**config.mk**
```make
export PLATFORM = sky130hd
export DESIGN_NAME = bridge_dwr_ctrl
export DESIGN_NICKNAME = d
export VERILOG_FILES = /design/src/rtl/dwc_pkg.sv /design/src/rtl/dwc_decode.sv /design/src/rtl/dwc_entry.sv /design/src/rtl/dwc_resp.sv /design/src/rtl/bridge_dwr_ctrl.sv
export SDC_FILE = /design/constraint.sdc
export NUM_CORES = 1
export LEC_CHECK = 0
export ABC_AREA = 1
export ABC_CLOCK_PERIOD_IN_PS = 7100
export CELL_PAD_IN_SITES_DETAIL_PLACEMENT = 1
export CELL_PAD_IN_SITES_GLOBAL_PLACEMENT = 1
export CORE_ASPECT_RATIO = 1.1
export CORE_MARGIN = 2
export CORE_UTILIZATION = 25
export DETAILED_ROUTE_END_ITERATION = 16
export DONT_BUFFER_PORTS = 1
export PLACE_DENSITY_LB_ADDON = 0.25
export SLEW_MARGIN = 20
export SYNTH_ARGS = -nofsm -noshare
export SYNTH_HDL_FRONTEND = slang
export SYNTH_HIERARCHICAL = 1
export SYNTH_SLANG_ARGS = --single-unit
```
**constraint.sdc**
```tcl
create_clock -name clk -period 7.1 [get_ports clk]
set_clock_uncertainty 0.2 [all_clocks]
set_input_delay 0.355 -clock clk [delete_from_list [all_inputs] [get_ports clk]]
set_output_delay 0.355 -clock clk [all_outputs]
set_load 0.05 [all_outputs]
```
**src/rtl/dwc_pkg.sv**
```systemverilog
// Package: shared response/entry types and the command codes that may be
// deferred. Assumes 4-bit bus commands.
package dwc_pkg;

    typedef enum logic [1:0] {
        RSP_NONE  = 2'b00,
        RSP_RETRY = 2'b01,
        RSP_CLAIM = 2'b10,
        RSP_DISC  = 2'b11
    } rsp_e;

    typedef enum logic [1:0] {
        ENT_FREE = 2'b00,
        ENT_PEND = 2'b01,
        ENT_DONE = 2'b10
    } ent_e;

    localparam logic [3:0] CMD_IO_WR  = 4'b0011;
    localparam logic [3:0] CMD_MEM_WR = 4'b0111;
    localparam logic [3:0] CMD_CFG_WR = 4'b1011;

endpackage

```
**src/rtl/dwc_decode.sv**
```systemverilog
// Decoder: window hit, eligibility of the command for deferral, and parity
// error flags (gated by the check enable). Purely combinational; assumes
// even parity over {cmd,addr} and over data.
module dwc_decode
    import dwc_pkg::*;
#(
    parameter int AW = 32,
    parameter int DW = 32,
    parameter int CW = 4
) (
    input  logic [AW-1:0] base,
    input  logic [AW-1:0] limit,
    input  logic          posting_en,
    input  logic          chk_en,
    input  logic [CW-1:0] cmd,
    input  logic [AW-1:0] addr,
    input  logic [DW-1:0] data,
    input  logic          apar,
    input  logic          dpar,
    output logic          eligible,
    output logic          aperr,
    output logic          dperr
);

    logic in_win;
    logic dly_cmd;

    // Window compare and command class.
    always_comb begin
        in_win  = (addr >= base) && (addr <= limit);
        dly_cmd = (cmd == CMD_IO_WR) || (cmd == CMD_CFG_WR) ||
                  ((cmd == CMD_MEM_WR) && !posting_en);
        eligible = in_win && dly_cmd;
    end

    // Parity checks, reported only while checking is enabled.
    always_comb begin
        aperr = chk_en && (^{cmd, addr, apar});
        dperr = chk_en && (^{data, dpar});
    end

endmodule

```
**src/rtl/dwc_entry.sv**
```systemverilog
// Single delayed-write entry: holds command, address and data, drives the
// target-side request until completion, keeps the completion status until
// released. Assumes t_done only arrives while t_req is high.
module dwc_entry
    import dwc_pkg::*;
#(
    parameter int AW = 32,
    parameter int DW = 32,
    parameter int CW = 4
) (
    input  logic          clk,
    input  logic          rst_n,
    input  logic          capture,
    input  logic          release_e,
    input  logic [CW-1:0] in_cmd,
    input  logic [AW-1:0] in_addr,
    input  logic [DW-1:0] in_data,
    input  logic          t_done,
    input  logic [1:0]    t_status,
    output logic          busy,
    output logic          done,
    output logic          hit,
    output logic          dhit,
    output logic [1:0]    stat,
    output logic          t_req,
    output logic [CW-1:0] t_cmd,
    output logic [AW-1:0] t_addr,
    output logic [DW-1:0] t_data
);

    ent_e          state;
    logic [CW-1:0] cmd_q;
    logic [AW-1:0] addr_q;
    logic [DW-1:0] data_q;
    logic [1:0]    stat_q;

    // Entry state machine and stored fields.
    always_ff @(posedge clk) begin
        if (!rst_n) begin
            state  <= ENT_FREE;
            cmd_q  <= '0;
            addr_q <= '0;
            data_q <= '0;
            stat_q <= '0;
        end else begin
            case (state)
                ENT_FREE: if (capture) begin
                    state  <= ENT_PEND;
                    cmd_q  <= in_cmd;
                    addr_q <= in_addr;
                    data_q <= in_data;
                end
                ENT_PEND: if (t_done) begin
                    state  <= ENT_DONE;
                    stat_q <= t_status;
                end
                ENT_DONE: if (release_e) begin
                    state  <= ENT_FREE;
                    stat_q <= '0;
                end
                default: state <= ENT_FREE;
            endcase
        end
    end

    // Status and match flags toward the responder.
    always_comb begin
        busy  = (state != ENT_FREE);
        done  = (state == ENT_DONE);
        hit   = busy && (cmd_q == in_cmd) && (addr_q == in_addr);
        dhit  = (data_q == in_data);
        stat  = stat_q;
        t_req = (state == ENT_PEND);
        t_cmd  = cmd_q;
        t_addr = addr_q;
        t_data = data_q;
    end

    AST_TREQ_HOLD: assert property (@(posedge clk) disable iff (!rst_n)
        t_req && !t_done |=> t_req);
    AST_TFIELDS_STABLE: assert property (@(posedge clk) disable iff (!rst_n)
        t_req && !t_done |=> $stable(t_addr) && $stable(t_data) && $stable(t_cmd));
    AST_TREQ_DROPS: assert property (@(posedge clk) disable iff (!rst_n)
        t_req && t_done |=> !t_req);
    AST_CAPTURE_FREE: assert property (@(posedge clk) disable iff (!rst_n)
        capture |-> !busy);

endmodule

```
**src/rtl/dwc_resp.sv**
```systemverilog
// Responder: decides the answer to each attempt from decode flags and entry
// state, issues capture/release to the entry and registers the response one
// cycle after the request. Assumes single-cycle i_req strobes.
module dwc_resp
    import dwc_pkg::*;
(
    input  logic       clk,
    input  logic       rst_n,
    input  logic       i_req,
    input  logic       eligible,
    input  logic       aperr,
    input  logic       dperr,
    input  logic       busy,
    input  logic       done,
    input  logic       hit,
    input  logic       dhit,
    input  logic [1:0] stat,
    input  logic       perr_en,
    input  logic       serr_en,
    input  logic       primary,
    output logic       capture,
    output logic       release_e,
    output logic       rsp_valid,
    output logic [1:0] rsp_code,
    output logic [1:0] rsp_status,
    output logic       perr_o,
    output logic       serr_o
);

    rsp_e code_d;
    logic perr_d;
    logic serr_d;

    // Per-attempt decision tree.
    always_comb begin
        code_d    = RSP_NONE;
        perr_d    = 1'b0;
        serr_d    = 1'b0;
        capture   = 1'b0;
        release_e = 1'b0;
        if (i_req && eligible) begin
            if (aperr) begin
                serr_d = serr_en && primary;
            end else if (!busy) begin
                if (dperr) begin
                    code_d = RSP_CLAIM;
                    perr_d = perr_en;
                end else begin
                    code_d  = RSP_RETRY;
                    capture = 1'b1;
                end
            end else if (!hit || !done) begin
                code_d = RSP_RETRY;
            end else if (dperr) begin
                code_d = RSP_CLAIM;
                perr_d = perr_en;
            end else if (!dhit) begin
                code_d = RSP_RETRY;
            end else begin
                code_d    = RSP_DISC;
                release_e = 1'b1;
            end
        end
    end

    // Registered response toward the initiating master.
    always_ff @(posedge clk) begin
        if (!rst_n) begin
            rsp_valid  <= 1'b0;
            rsp_code   <= 2'b00;
            rsp_status <= 2'b00;
            perr_o     <= 1'b0;
            serr_o     <= 1'b0;
        end else begin
            rsp_valid  <= i_req;
            rsp_code   <= code_d;
            rsp_status <= (code_d == RSP_DISC) ? stat : 2'b00;
            perr_o     <= perr_d;
            serr_o     <= serr_d;
        end
    end

    AST_RSP_FOLLOWS_REQ: assert property (@(posedge clk) disable iff (!rst_n)
        i_req |=> rsp_valid);
    AST_STATUS_DISC_ONLY: assert property (@(posedge clk) disable iff (!rst_n)
        (rsp_code != 2'b11) |-> (rsp_status == 2'b00));
    AST_SERR_GATE: assert property (@(posedge clk) disable iff (!rst_n)
        serr_o |-> rsp_valid && (rsp_code == 2'b00) && $past(serr_en && primary));
    AST_PERR_GATE: assert property (@(posedge clk) disable iff (!rst_n)
        perr_o |-> rsp_valid && (rsp_code == 2'b10) && $past(perr_en));

endmodule

```
**src/rtl/bridge_dwr_ctrl.sv**
```systemverilog
// Top: delayed write controller for a bridge slave port. Wires decoder,
// responder and single entry. Assumes configuration is quasi-static and the
// target side pulses t_done only while t_req is high.
module bridge_dwr_ctrl
    import dwc_pkg::*;
#(
    parameter int AW = 32,
    parameter int DW = 32,
    parameter int CW = 4
) (
    input  logic          clk,
    input  logic          rst_n,
    input  logic [AW-1:0] cfg_base,
    input  logic [AW-1:0] cfg_limit,
    input  logic          cfg_posting_en,
    input  logic          cfg_par_chk_en,
    input  logic          cfg_perr_en,
    input  logic          cfg_serr_en,
    input  logic          cfg_primary,
    input  logic          i_req,
    input  logic [CW-1:0] i_cmd,
    input  logic [AW-1:0] i_addr,
    input  logic [DW-1:0] i_data,
    input  logic          i_apar,
    input  logic          i_dpar,
    output logic          rsp_valid,
    output logic [1:0]    rsp_code,
    output logic [1:0]    rsp_status,
    output logic          perr_o,
    output logic          serr_o,
    output logic          t_req,
    output logic [CW-1:0] t_cmd,
    output logic [AW-1:0] t_addr,
    output logic [DW-1:0] t_data,
    input  logic          t_done,
    input  logic [1:0]    t_status
);

    logic       eligible, aperr, dperr;
    logic       busy, done, hit, dhit;
    logic [1:0] stat;
    logic       capture, release_e;

    dwc_decode #(.AW(AW), .DW(DW), .CW(CW)) u_dec (
        .base(cfg_base), .limit(cfg_limit), .posting_en(cfg_posting_en),
        .chk_en(cfg_par_chk_en), .cmd(i_cmd), .addr(i_addr), .data(i_data),
        .apar(i_apar), .dpar(i_dpar), .eligible(eligible), .aperr(aperr),
        .dperr(dperr)
    );

    dwc_resp u_rsp (
        .clk(clk), .rst_n(rst_n), .i_req(i_req), .eligible(eligible),
        .aperr(aperr), .dperr(dperr), .busy(busy), .done(done), .hit(hit),
        .dhit(dhit), .stat(stat), .perr_en(cfg_perr_en),
        .serr_en(cfg_serr_en), .primary(cfg_primary), .capture(capture),
        .release_e(release_e), .rsp_valid(rsp_valid), .rsp_code(rsp_code),
        .rsp_status(rsp_status), .perr_o(perr_o), .serr_o(serr_o)
    );

    dwc_entry #(.AW(AW), .DW(DW), .CW(CW)) u_ent (
        .clk(clk), .rst_n(rst_n), .capture(capture), .release_e(release_e),
        .in_cmd(i_cmd), .in_addr(i_addr), .in_data(i_data), .t_done(t_done),
        .t_status(t_status), .busy(busy), .done(done), .hit(hit), .dhit(dhit),
        .stat(stat), .t_req(t_req), .t_cmd(t_cmd), .t_addr(t_addr),
        .t_data(t_data)
    );

    AST_DISC_FREES: assert property (@(posedge clk) disable iff (!rst_n)
        rsp_valid && (rsp_code == 2'b11) |-> !busy);
    AST_NOCLAIM_NO_TREQ: assert property (@(posedge clk) disable iff (!rst_n)
        rsp_valid && (rsp_code == 2'b00) && !$past(busy) |-> !t_req);
    AST_RESET_QUIET: assert property (@(posedge clk)
        !rst_n |=> !rsp_valid && !t_req && !perr_o && !serr_o);

endmodule

```
==> results <==
- The flow ran to the end, and the final reports show no timing, DRC or antenna violations.
- The number of violations reported at the end of detailed-routing iteration 0 is ~260.
- The share of flip-flops with an asynchronous set or reset is 0%.
- The area inside the core boundary is 0.02755 mm^2.
- The number of max-cap violations is 0.
- For this design the static power due to leakage is about 4.3 nW.
- The dominant cell type by area after synthesis is dfxtp_1.
- When the netlist entered floorplanning its net count stood at 1,368.
- For this run, the detailed router's first-pass iteration total came to 4.
- The reg-to-reg startpoint is u_ent/t_addr[3].
- The most used flip-flop cell after synthesis is dfxtp_1.
- Along the worst path, the maximum fanout reaches 83.
- The number of warnings issued by yosys is 6.
- The detail route stage leaves a number of antenna-violating nets equal to 0.
- The final cycle utilization of the critical path is 55.02%.
- Yosys mapped a number of flops with a built-in enable equal to 0.
- The sum of overflow across all layers after global routing is 0.
- The worst register-to-register path ends at u_ent/stat[1].
- After synthesis, the mean cell area works out to 5.996 um^2.
- The worst hold path begins at t_done.
- The worst reg2reg path depth is 18.
- The peak supply drop is 108.3 uV.
- Setup repair after global routing left no endpoint under its margin.
- The number of hold buffers added after CTS is 74.
- The final cell count without fillers is approximately 1.6k.
- The CTS tree is done.
- The startpoint kind of the worst setup timing path is a primary input.
- The critical path arrival is ~4000 ps.
- The number of antenna violations at the first check in global routing was 0.
- After clock tree synthesis, the repair step resized 0 gates.
- The normalized max-slew margin is 30.21%.
- The die outline height is between 150 and 200 um.
- The number of I/O pins is ~220.
- The worst hold path passes through 2 cells.
- The detailed placer's ending HPWL is 19,580 um.
- The path with the worst hold slack has its endpoint at u_ent/state[0].
- Counting the buffers created by CTS gives 9.
- The portion of the post-synthesis area used by sequential elements is 22.76%.
- In the final layout, the multi-input gates occupy 0.004536 mm^2.
- 0 antenna diodes ended up in the layout.
- The CTS root buffer is clkbuf_16.
- The sequential cells in the finished layout cover a total of 0.001582 mm^2.
- The die is about 160 um wide.
- Ranked by total cell area, the synthesized netlist is headed by dfxtp_1, nand2_1, ha_1.
- The synthesized design contains 79 register bits.
- The area growth from synthesis to final layout is 20.22%.
- After synthesis, the most frequently instantiated cells are nand2_1, inv_1, nor2_1.
- Counting every sink on the clock net gives 79.
- The final period demand of the worst path is 3906 ps.
- The number of pins exceeding their max-slew limit in the final report is 0.
- The die outline area is 0.02915 mm^2.
- The share of layout cells above drive strength 1 is 2.604%.
- The mapped netlist covers 0.006949 mm^2.
- For this run, the total global-route usage over all layers was measured as 17.85%.
- The post-CTS repair timing setup buffer count is 0.
- Dividing the detail-routed wire length by the instance count gives 16.28 um.
- The wire length of the first global-routing pass is about 40,000 um.
- For the pin with the worst max-slew slack, the measured transition is roughly 1000 ps.
- Fill cells in the final layout number 3,589.
- The worst setup path is of the primary input to register kind.
- At the end of routability-driven placement, the weighted congestion stood at roughly 0.75.
- The timing-limited maximum frequency is 256.0 MHz.
- The via count of the first global-routing pass came to 7,409.
- The worst endpoint required time is 7140 ps.
- The starting density of the core is approximately 25%.
- Setup violations remaining at the end of the flow were counted as 0.
- The final layout contains roughly 1.4k nets.
- The final-report hold violation count came to 0.
- The maximum number of pins on one net before global-route repair is 84.
- The critical path endpoint category is a register.
- The standard-cell row count is 64.
- The clock-pin slew on the worst setup and hold paths is 70 ps.
- The clock tree buffer depth is 2.
- The type of the tightest min-delay check is primary input to register.
- At the later pin of the worst-skew pair, clock insertion delay measures ~350 ps.
- The via count normalized by instance count is 4.527.
- The number of cells produced by synthesis is 1,159.
- For this run, design rule violations remaining after detail routing come to 0.
- The number of placed instances with taps included is 1,502.
- Summed over all failing endpoints, the final setup total negative slack is 0 ps.
- The final layout contains routed wiring with a total length of about 26,000 um.
- The most common cell in the synthesized netlist is nand2_1.
- Port buffering added 0 buffers.
- The maximum level of the CTS H-tree is 3.
- The total power density per cell area is 158.8 mW/mm^2.
- Setup slack on the worst reg-to-reg path comes out at 3650 ps.
- The post-synthesis cell type count is 32.
- Of the post-synthesis cell area, the dominant cell type holds 22.76%.
- The routed layout has 7,207 vias.
==> per-layer routing <==
metal / vias up / GRT usage [%] / share of wire [%]
met5: - / 0 / 0
met4: 0 / 3.724 / 1.2
met3: 17 / 5.320 / 6.9
met2: 154 / 32.52 / 50
met1: 3328 / 20.59 / 42
li1: 3708 / - / -
==> state kept, by name, summed over array words and instances (netlist names) <==
name,cells
u_ent/t_data,32
u_rsp/rsp_valid,1
u_rsp/rsp_code,2
u_ent/t_cmd,4
u_ent/t_addr,32
u_rsp/rsp_status,2
u_rsp/perr_o,1
u_rsp/serr_o,1
u_ent/stat,2
u_ent/state,2
==> layout by cell type, fill, tap and decap left out, types with 2 or more instances in the layout <==
| cell type | count |
|---|---|
| nor3b_1 | 2 |
| dlygate4sd3_1 | 73 |
| nor2_1 | 152 |
| xnor2_1 | 24 |
| inv_1 | 181 |
| nand3_2 | 3 |
| clkbuf_16 | 9 |
| nand4_1 | 8 |
| o211ai_1 | 3 |
| o21ai_1 | 29 |
| dfxtp_1 | 79 |
| nor3_1 | 6 |
| nand3_1 | 21 |
| o21ai_0 | 62 |
| nand2_1 | 375 |
| nor2_2 | 4 |
| bufinv_16 | 2 |
| ha_1 | 64 |
| xor2_1 | 47 |
| or2_1 | 2 |
| a21oi_1 | 64 |
| inv_2 | 4 |
| clkinv_4 | 2 |
==> power by group <==
part	switching [mW]	total (mW)	internal (mW)
clock	0.211	0.522	0.311
sequential	0.0349	0.485	0.451
combinational	0.182	0.319	0.137
==> stage by stage <==
step / setup slack [ps] / power (mW) / hold slack [ps] / cell area (um^2) / util (%)
2_1_floorplan: 4531 / 0.7138 / 207.6 / 6949 / -
3_3_place_gp: 3021 / 0.7657 / 222.2 / 7273 / 26.40
3_5_place_dp: 2960 / 0.7741 / 225.9 / 7273 / 26.40
4_1_cts: 3167 / 1.351 / 0.7846 / 8354 / 30.33
5_1_grt: 2953 / 1.418 / 7.493 / 8354 / 30.33
6_report: 3194 / 1.327 / 17.94 / 8354 / 30.33
==> cells by family after synthesis <==
group,share of synthesized area (%)
buffers and inverters,11.97
flip-flops,22.76
AND/OR/NAND/NOR,32.97
AO/OA/AOI/OAI,11.83
XOR/XNOR,8.948
adder cells (fa/ha/maj),11.52
==> critical path, stage by stage <==
cell and delay [ps]:
inv_1 20, ha_1 280, nand2_1 70, nor2_1 180, nand4_1 180, nor4_1 630, nand2_1 110, nand2_1 80
nand2_1 40, nor2_1 210, nand2_2 130, nor3_1 240, nand3_2 120, buf_4 380, o21ai_0 280, dlygate4sd3_1 570
nor2_1 40
==> final cells by class <==
cell class	instances	share of cell area, %
tap	363	5.437
clock inverter	6	1.123
clock buffer	10	2.741
timing repair buffer	75	9.166
inverter	185	8.312
sequential	79	18.93
multi-input combinational	874	54.29
==> how the worst max path moves through the flow <==
stage / start / end / depth (start not counted)
floorplan: cfg_base[1] / u_ent/t_addr[28] / 21
CTS: cfg_base[31] / u_ent/t_data[14] / 17
detailed placement: cfg_base[31] / u_ent/t_addr[15] / 16
global placement: cfg_base[31] / u_ent/t_addr[14] / 16
global route: cfg_base[31] / u_ent/t_data[14] / 17
finish: cfg_base[31] / u_ent/t_data[14] / 17
Note: power is estimated with default switching activity, not from simulation.
